==> src/rtl/gpio_port_pkg.sv <==
package gpio_port_pkg;

  localparam int BANK_W = 64;
  localparam int FN_W   = 10;

  localparam logic [15:0] OFF_DAT     = 16'h0000;
  localparam logic [15:0] OFF_SET     = 16'h0008;
  localparam logic [15:0] OFF_CLR     = 16'h0010;
  localparam logic [15:0] OFF_CONST   = 16'h0090;
  localparam logic [15:0] OFF_CFG     = 16'h0400;
  localparam logic [15:0] BANK_STRIDE = 16'h1400;

  localparam int CFG_OE_BIT  = 0;
  localparam int CFG_INV_BIT = 1;
  localparam int CFG_OD_BIT  = 12;
  localparam int CFG_FN_LSB  = 16;

  typedef struct packed {
    logic [FN_W-1:0] fn;
    logic            od;
    logic            inv;
    logic            oe;
  } line_cfg_t;

  function automatic line_cfg_t cfg_from_word(input logic [63:0] w);
    line_cfg_t c;
    c.oe  = w[CFG_OE_BIT];
    c.inv = w[CFG_INV_BIT];
    c.od  = w[CFG_OD_BIT];
    c.fn  = w[CFG_FN_LSB +: FN_W];
    return c;
  endfunction

  function automatic logic [63:0] cfg_to_word(input line_cfg_t c);
    logic [63:0] w;
    w = '0;
    w[CFG_OE_BIT]            = c.oe;
    w[CFG_INV_BIT]           = c.inv;
    w[CFG_OD_BIT]            = c.od;
    w[CFG_FN_LSB +: FN_W]    = c.fn;
    return w;
  endfunction

endpackage

==> src/rtl/gpio_sync2.sv <==
module gpio_sync2 #(
  parameter int W = 8
) (
  input  logic         clk,
  input  logic         rst_n,
  input  logic [W-1:0] d,
  output logic [W-1:0] q
);

  logic [W-1:0] meta_q;

  always_ff @(posedge clk or negedge rst_n) begin
    if (!rst_n) begin
      meta_q <= '0;
      q      <= '0;
    end else begin
      meta_q <= d;
      q      <= meta_q;
    end
  end

endmodule

==> src/rtl/gpio_out_bank.sv <==
module gpio_out_bank #(
  parameter int          W         = 64,
  parameter logic [63:0] LANE_MASK = '1
) (
  input  logic         clk,
  input  logic         rst_n,
  input  logic         set_we,
  input  logic         clr_we,
  input  logic [W-1:0] wdata,
  output logic [W-1:0] latch_q
);

  logic [W-1:0] latch_d;
  logic         latch_en;
  logic [W-1:0] lanes;

  assign lanes    = LANE_MASK[W-1:0];
  assign latch_en = set_we | clr_we;

  always_comb begin
    latch_d = latch_q;
    if (set_we) begin
      latch_d = latch_q | (wdata & lanes);
    end else if (clr_we) begin
      latch_d = latch_q & ~wdata;
    end
  end

  always_ff @(posedge clk or negedge rst_n) begin
    if (!rst_n) begin
      latch_q <= '0;
    end else if (latch_en) begin
      latch_q <= latch_d;
    end
  end

endmodule

==> src/rtl/gpio_cfg_array.sv <==
module gpio_cfg_array
  import gpio_port_pkg::*;
#(
  parameter int N  = 128,
  parameter int LW = (N > 1) ? $clog2(N) : 1
) (
  input  logic                  clk,
  input  logic                  rst_n,
  input  logic                  wr_en,
  input  logic [LW-1:0]         wr_line,
  input  logic [63:0]           wdata,
  output line_cfg_t [N-1:0]     cfg_q
);

  line_cfg_t wr_cfg;

  assign wr_cfg = cfg_from_word(wdata);

  for (genvar i = 0; i < N; i++) begin : g_line
    logic      line_we;
    line_cfg_t line_d;

    assign line_we = wr_en && (wr_line == LW'(i));

    always_comb begin
      line_d = cfg_q[i];
      if (line_we) begin
        line_d = wr_cfg;
      end
    end

    always_ff @(posedge clk or negedge rst_n) begin
      if (!rst_n) begin
        cfg_q[i] <= '0;
      end else if (line_we) begin
        cfg_q[i] <= line_d;
      end
    end
  end

endmodule

==> src/rtl/gpio_pad_drive.sv <==
module gpio_pad_drive
  import gpio_port_pkg::*;
#(
  parameter int N = 128
) (
  input  line_cfg_t [N-1:0] cfg,
  input  logic [N-1:0]      latch,
  input  logic [N-1:0]      alt_out,
  input  logic [N-1:0]      alt_oe,
  output logic [N-1:0]      pad_out,
  output logic [N-1:0]      pad_oe
);

  for (genvar i = 0; i < N; i++) begin : g_pad
    logic eff;
    logic owned;

    assign eff   = latch[i] ^ cfg[i].inv;
    assign owned = (cfg[i].fn == '0);

    always_comb begin
      if (!owned) begin
        pad_out[i] = alt_out[i];
        pad_oe[i]  = alt_oe[i];
      end else if (cfg[i].od) begin
        pad_out[i] = 1'b0;
        pad_oe[i]  = cfg[i].oe & ~eff;
      end else begin
        pad_out[i] = eff;
        pad_oe[i]  = cfg[i].oe;
      end
    end
  end

endmodule

==> src/rtl/gpio_port_ctrl.sv <==
module gpio_port_ctrl
  import gpio_port_pkg::*;
#(
  parameter int          NUM_LINES = 128,
  parameter int          ADDR_W    = 16,
  parameter logic [7:0]  BASE_VEC  = 8'h30
) (
  input  logic                 clk,
  input  logic                 rst_n,
  input  logic                 reg_wr,
  input  logic                 reg_rd,
  input  logic [ADDR_W-1:0]    reg_addr,
  input  logic [63:0]          reg_wdata,
  output logic [63:0]          reg_rdata,
  input  logic [NUM_LINES-1:0] pad_in,
  output logic [NUM_LINES-1:0] pad_out,
  output logic [NUM_LINES-1:0] pad_oe,
  input  logic [NUM_LINES-1:0] alt_out,
  input  logic [NUM_LINES-1:0] alt_oe
);

  localparam int NB = (NUM_LINES + BANK_W - 1) / BANK_W;
  localparam int BW = NB * BANK_W;
  localparam int LW = (NUM_LINES > 1) ? $clog2(NUM_LINES) : 1;
  localparam logic [ADDR_W-1:0] CFG_BASE = ADDR_W'(OFF_CFG);
  localparam logic [ADDR_W-1:0] CFG_SPAN = ADDR_W'(8 * NUM_LINES);
  localparam logic [63:0] CONST_WORD = {48'h0, BASE_VEC, 8'(NUM_LINES)};

  // reset: asynchronous assert, synchronous release
  logic rst_meta_q, rst_sync_n;

  always_ff @(posedge clk or negedge rst_n) begin
    if (!rst_n) begin
      rst_meta_q <= 1'b0;
      rst_sync_n <= 1'b0;
    end else begin
      rst_meta_q <= 1'b1;
      rst_sync_n <= rst_meta_q;
    end
  end

  // address decode
  logic [NB-1:0]     hit_dat, hit_set, hit_clr;
  logic              hit_const, hit_cfg;
  logic [ADDR_W-1:0] cfg_off;
  logic [LW-1:0]     cfg_line;

  for (genvar b = 0; b < NB; b++) begin : g_dec
    localparam logic [ADDR_W-1:0] BASE = ADDR_W'(b * BANK_STRIDE);
    assign hit_dat[b] = (reg_addr == BASE + ADDR_W'(OFF_DAT));
    assign hit_set[b] = (reg_addr == BASE + ADDR_W'(OFF_SET));
    assign hit_clr[b] = (reg_addr == BASE + ADDR_W'(OFF_CLR));
  end

  assign hit_const = (reg_addr == ADDR_W'(OFF_CONST));
  assign cfg_off   = reg_addr - CFG_BASE;
  assign hit_cfg   = (reg_addr >= CFG_BASE) && (cfg_off < CFG_SPAN) &&
                     (reg_addr[2:0] == 3'b000);
  assign cfg_line  = cfg_off[LW+2:3];

  // output latches, one bank per 64 lines
  logic [BW-1:0] out_latch;

  for (genvar b = 0; b < NB; b++) begin : g_bank
    localparam int LANES = ((NUM_LINES - b * BANK_W) > BANK_W) ?
                           BANK_W : (NUM_LINES - b * BANK_W);
    localparam logic [63:0] MASK = (LANES >= 64) ? '1 :
                                   ((64'd1 << LANES) - 64'd1);

    gpio_out_bank #(
      .W         (BANK_W),
      .LANE_MASK (MASK)
    ) u_bank (
      .clk     (clk),
      .rst_n   (rst_sync_n),
      .set_we  (reg_wr && hit_set[b]),
      .clr_we  (reg_wr && hit_clr[b]),
      .wdata   (reg_wdata),
      .latch_q (out_latch[b*BANK_W +: BANK_W])
    );
  end

  // per-line configuration
  line_cfg_t [NUM_LINES-1:0] cfg_q;
  logic [NUM_LINES-1:0]      inv_v, od_v, fn_v;

  gpio_cfg_array #(
    .N  (NUM_LINES),
    .LW (LW)
  ) u_cfg (
    .clk     (clk),
    .rst_n   (rst_sync_n),
    .wr_en   (reg_wr && hit_cfg),
    .wr_line (cfg_line),
    .wdata   (reg_wdata),
    .cfg_q   (cfg_q)
  );

  for (genvar i = 0; i < NUM_LINES; i++) begin : g_fld
    assign inv_v[i] = cfg_q[i].inv;
    assign od_v[i]  = cfg_q[i].od;
    assign fn_v[i]  = |cfg_q[i].fn;
  end

  // input path
  logic [NUM_LINES-1:0] pad_sync;
  logic [BW-1:0]        in_view;

  gpio_sync2 #(
    .W (NUM_LINES)
  ) u_sync (
    .clk   (clk),
    .rst_n (rst_sync_n),
    .d     (pad_in),
    .q     (pad_sync)
  );

  always_comb begin
    in_view = '0;
    in_view[NUM_LINES-1:0] = pad_sync ^ inv_v;
  end

  // pad drive
  gpio_pad_drive #(
    .N (NUM_LINES)
  ) u_pad (
    .cfg     (cfg_q),
    .latch   (out_latch[NUM_LINES-1:0]),
    .alt_out (alt_out),
    .alt_oe  (alt_oe),
    .pad_out (pad_out),
    .pad_oe  (pad_oe)
  );

  // read path
  logic [63:0] rdata_d;

  always_comb begin
    rdata_d = '0;
    if (hit_const) begin
      rdata_d = CONST_WORD;
    end
    if (hit_cfg) begin
      rdata_d = cfg_to_word(cfg_q[cfg_line]);
    end
    for (int b = 0; b < NB; b++) begin
      if (hit_dat[b]) begin
        rdata_d = in_view[b*BANK_W +: BANK_W];
      end
      if (hit_set[b]) begin
        rdata_d = out_latch[b*BANK_W +: BANK_W];
      end
    end
  end

  always_ff @(posedge clk or negedge rst_sync_n) begin
    if (!rst_sync_n) begin
      reg_rdata <= '0;
    end else if (reg_rd) begin
      reg_rdata <= rdata_d;
    end
  end

endmodule

==> config.mk <==
export PLATFORM = sky130hd
export DESIGN_NAME = gpio_port_ctrl
export DESIGN_NICKNAME = d
export VERILOG_FILES = /design/src/rtl/gpio_port_pkg.sv /design/src/rtl/gpio_sync2.sv /design/src/rtl/gpio_out_bank.sv /design/src/rtl/gpio_cfg_array.sv /design/src/rtl/gpio_pad_drive.sv /design/src/rtl/gpio_port_ctrl.sv
export SDC_FILE = /design/constraint.sdc
export NUM_CORES = 2
export LEC_CHECK = 0
export BUFFER_PORTS_ARGS = -buffer_cell sky130_fd_sc_hd__buf_2
export CAP_MARGIN = 20
export CORE_UTILIZATION = 25
export DETAILED_ROUTE_END_ITERATION = 8
export GPL_ROUTABILITY_DRIVEN = 0
export HOLD_SLACK_MARGIN = 0.08
export PLACE_DENSITY = 0.47
export SLEW_MARGIN = 20
export SYNTH_ARGS = -nofsm -noshare
export SYNTH_HDL_FRONTEND = slang
export SYNTH_SLANG_ARGS = --single-unit
==> constraint.sdc <==
create_clock -name clk -period 81.3 [get_ports clk]
set_input_delay 16.26 -clock clk [delete_from_list [all_inputs] [get_ports clk]]
set_output_delay 16.26 -clock clk [all_outputs]
set_load 0.1 [all_outputs]
==> impl_metrics.toml <==
[run_status]
outcome = "completed"

[timing]
rsz0062_at_grt = "false"
drv_slew = 0
setup_viol = 0
setup_ws_ns = 47.59
tightest_slew_ns = 1.25
max_slew_margin_pct = 16.4
max_freq_mhz = 29.7
finalHoldViolCount = 0
setup_tns_ns = 0
period_needed_ns = 33.71
finalClockSkew_ns = 0.0500
min_period_over_period_pct = 41.5

[clocking]
cts_tree = "yes"
post-cts-setup-buffers = 0
cts_resized = 0
clock-sinks = 2114
htreeDepth = 5
max-clock-path-buffers = 4
clk_latency_ns = 0.92
path_clk_slew_ns = 0.05
cts_buffers = 263
hold_buffers = 0
cts-root-buf = "clkbuf_16"

[synthesis]
synth_top_area_share_pct = 52.7
synth.distinct_cells = 66
synth_area_per_cell_um2 = 13.0
synth_compound_area_share_pct = 6.05
ys_seq_area_share_pct = 52.7
synth-async-reset-ratio_pct = 100
yosysWarningCount = 0
synthAdderAreaFrac_pct = 0
ys.flop_type = "dfrtp_1"
synthSimpleGateAreaFrac_pct = 7.99
synth_cells = 7722
synth_edf_count = 0
synth.mux.area_fraction_pct = 28.5
ys_ff_latch = 2114
synth_fp_nets = 8190
synth_area_leaders = "dfrtp_1 53%, mux2_2 18%, mux4_2 9.0%"
yosysTopAreaCell = "dfrtp_1"
syn_area_um2 = 100000
synth_top_family_by_area = "multiplexers"
synthXorXnorAreaFrac_pct = 2.23

[setup_path]
critPathMaxFanout = 1
crit_chain = "buf_2, nand2_1, o21ai_0, buf_4, buf_2"
max_stage_delay_ns = 0.46
end_kind = "output port"
startpoint_type = "primary input"
required_ns = 65.04
cpMostUsedCell = "buf_2"
arrival_ns = 17.45
slowest_stage = "buf_2"
critPathKind = "primary input to output port"

[global_routing]
grt_pass1_wl_um = 594000
grt_max_degree = 172
overflow = 0
grt_use_total_pct = 20.7
antenna_found_initial = 35
first_global_vias = 73400

[job]
cap_violations = 0

[pwr]
p_leak_nw = 56.6
pwr_density_cell_nw_per_um2 = 20.2
ir_worst_vdd_v = 0.0000141

[floorplan]
num_rows = 232
die_height_um = 636
coreArea_um2 = 400000
io_pins = 788
initial_core_util_pct = 25.1
die_x_um = 636
die_area_um2 = 404000

[route]
ant_nets = 0
drc = 0
wl_um = 428000
viasPerCell = 5.10
vias = 70900
wire_per_inst_um = 30.8
drt-initial-drc-count = 6195
dr.pass1.iters = 8

[place]
io_buffers = 787
place_hpwl_um = 312000
dp_slack_ns = 47.56

[hold_path]
hp-class = "flip-flop to flip-flop"

[final_layout]
layout_common_cells = "2,113 x dfrtp_1, 1,578 x mux2_2, 772 x buf_2"
final_nets = 8888
area_growth_syn_to_layout_pct = 18.5
final_common_cell = "dfrtp_1"
layout-drive-gt1-share_pct = 39.9
==> final timing paths <==
check                                                 to  slack [ns]  cells after the start                   startpoint
setup / recovery                             pad_out[98]       47.59                      5                  alt_out[98]
min in group asynchronous  u_cfg.cfg_q[1445]$_DFFE_PN0P_        0.40                      0         rst_sync_n$_DFF_PN0_
setup reg to reg            u_cfg.cfg_q[897]$_DFFE_PN0P_       76.10                      5         rst_sync_n$_DFF_PN0_
hold / removal                    u_sync.q[83]$_DFF_PN0_        0.33                      0  u_sync.meta_q[83]$_DFF_PN0_
hold reg to reg                   u_sync.q[83]$_DFF_PN0_        0.33                      0  u_sync.meta_q[83]$_DFF_PN0_
max in group asynchronous           rst_sync_n$_DFF_PN0_       66.05                      1                        rst_n
==> registers in the layout, summed over array words and instances (netlist names), named ones only <==
register       flops
u_sync.meta_q    128
rst_meta_q         1
u_cfg.cfg_q     1664
rst_sync_n         1
u_sync.q         128
reg_rdata         64
==> cells in the mapped netlist, types with 4 or more instances <==
master / count
a211oi_1: 20
a21oi_1: 189
nor2_1: 319
xnor2_1: 61
mux4_2: 400
o221ai_1: 9
a221oi_1: 78
o211ai_1: 5
nor3_1: 25
a22o_1: 87
a21o_1: 66
a21boi_0: 63
buf_2: 161
a22oi_1: 62
o21ai_0: 293
nor2_2: 6
mux2_2: 1578
nand3_1: 168
nand2b_1: 145
clkbuf_1: 297
nand4_1: 17
nor4_1: 261
o22ai_1: 20
a221o_1: 6
buf_1: 21
nor2_4: 10
mux2_1: 104
and3_1: 7
a2111oi_0: 8
dfrtp_1: 2114
buf_4: 53
and2_1: 4
xor2_1: 195
a31oi_1: 10
mux2i_1: 66
o41ai_1: 5
buf_6: 15
nor2b_1: 20
or2_2: 9
o32ai_1: 6
nand2_1: 702
or3_1: 6
==> metal layers <==
layer / track usage (%) / share of wire (%) / vias up
li1: - / - / 29900
met1: 26.3 / 41 / 37800
met2: 33.7 / 47 / 2595
met3: 4.18 / 6.5 / 643
met4: 9.90 / 5.6 / 14
met5: 0 / 0.019 / -
==> metrics by stage <==
step                      hold slack (ns)  cells  util, %  total power [mW]  area (um^2)
after global routing                0.344  13900     29.8              2.48       119000
after CTS                           0.337  13900     29.8              2.43       119000
after global placement              0.337  13400     27.6              1.22       110000
final                               0.326  13900     29.8              2.40       119000
after detailed placement            0.335  13400     27.6              1.22       110000
after floorplan                     0.331   7722        -              1.16       100000
==> power by group <==
part / internal [mW] / switching [mW]
Clock: 0.705 / 0.493
Sequential: 1.06 / 0.00578
Combinational: 0.0286 / 0.106
==> area by class of cell <==
type                       instances  area (um^2)
inverter                           5         20.0
fill                           40500       281000
multi-input combinational       5056        45100
timing repair buffer             980         5610
clock buffer                     368         7570
sequential                      2114        52900
tap                             5265         6590
clock inverter                    93         1100
antenna                           23         57.6
==> cell families (layout without fill, tap and decap cells) <==
logic type	Yosys count	after routing
AO/OA/AOI/OAI	939	939
XOR/XNOR	256	256
buffers and inverters	552	1446
flip-flops	2114	2114
multiplexers	2148	2148
other	1	24
AND/OR/NAND/NOR	1712	1712
==> critical path, delay by kind of cell <==
kind	cells	cell delay, ns
compound gates	1	0.31
simple gates	1	0.05
buf+inv	3	0.79
Note: power is estimated with default switching activity, not from simulation.
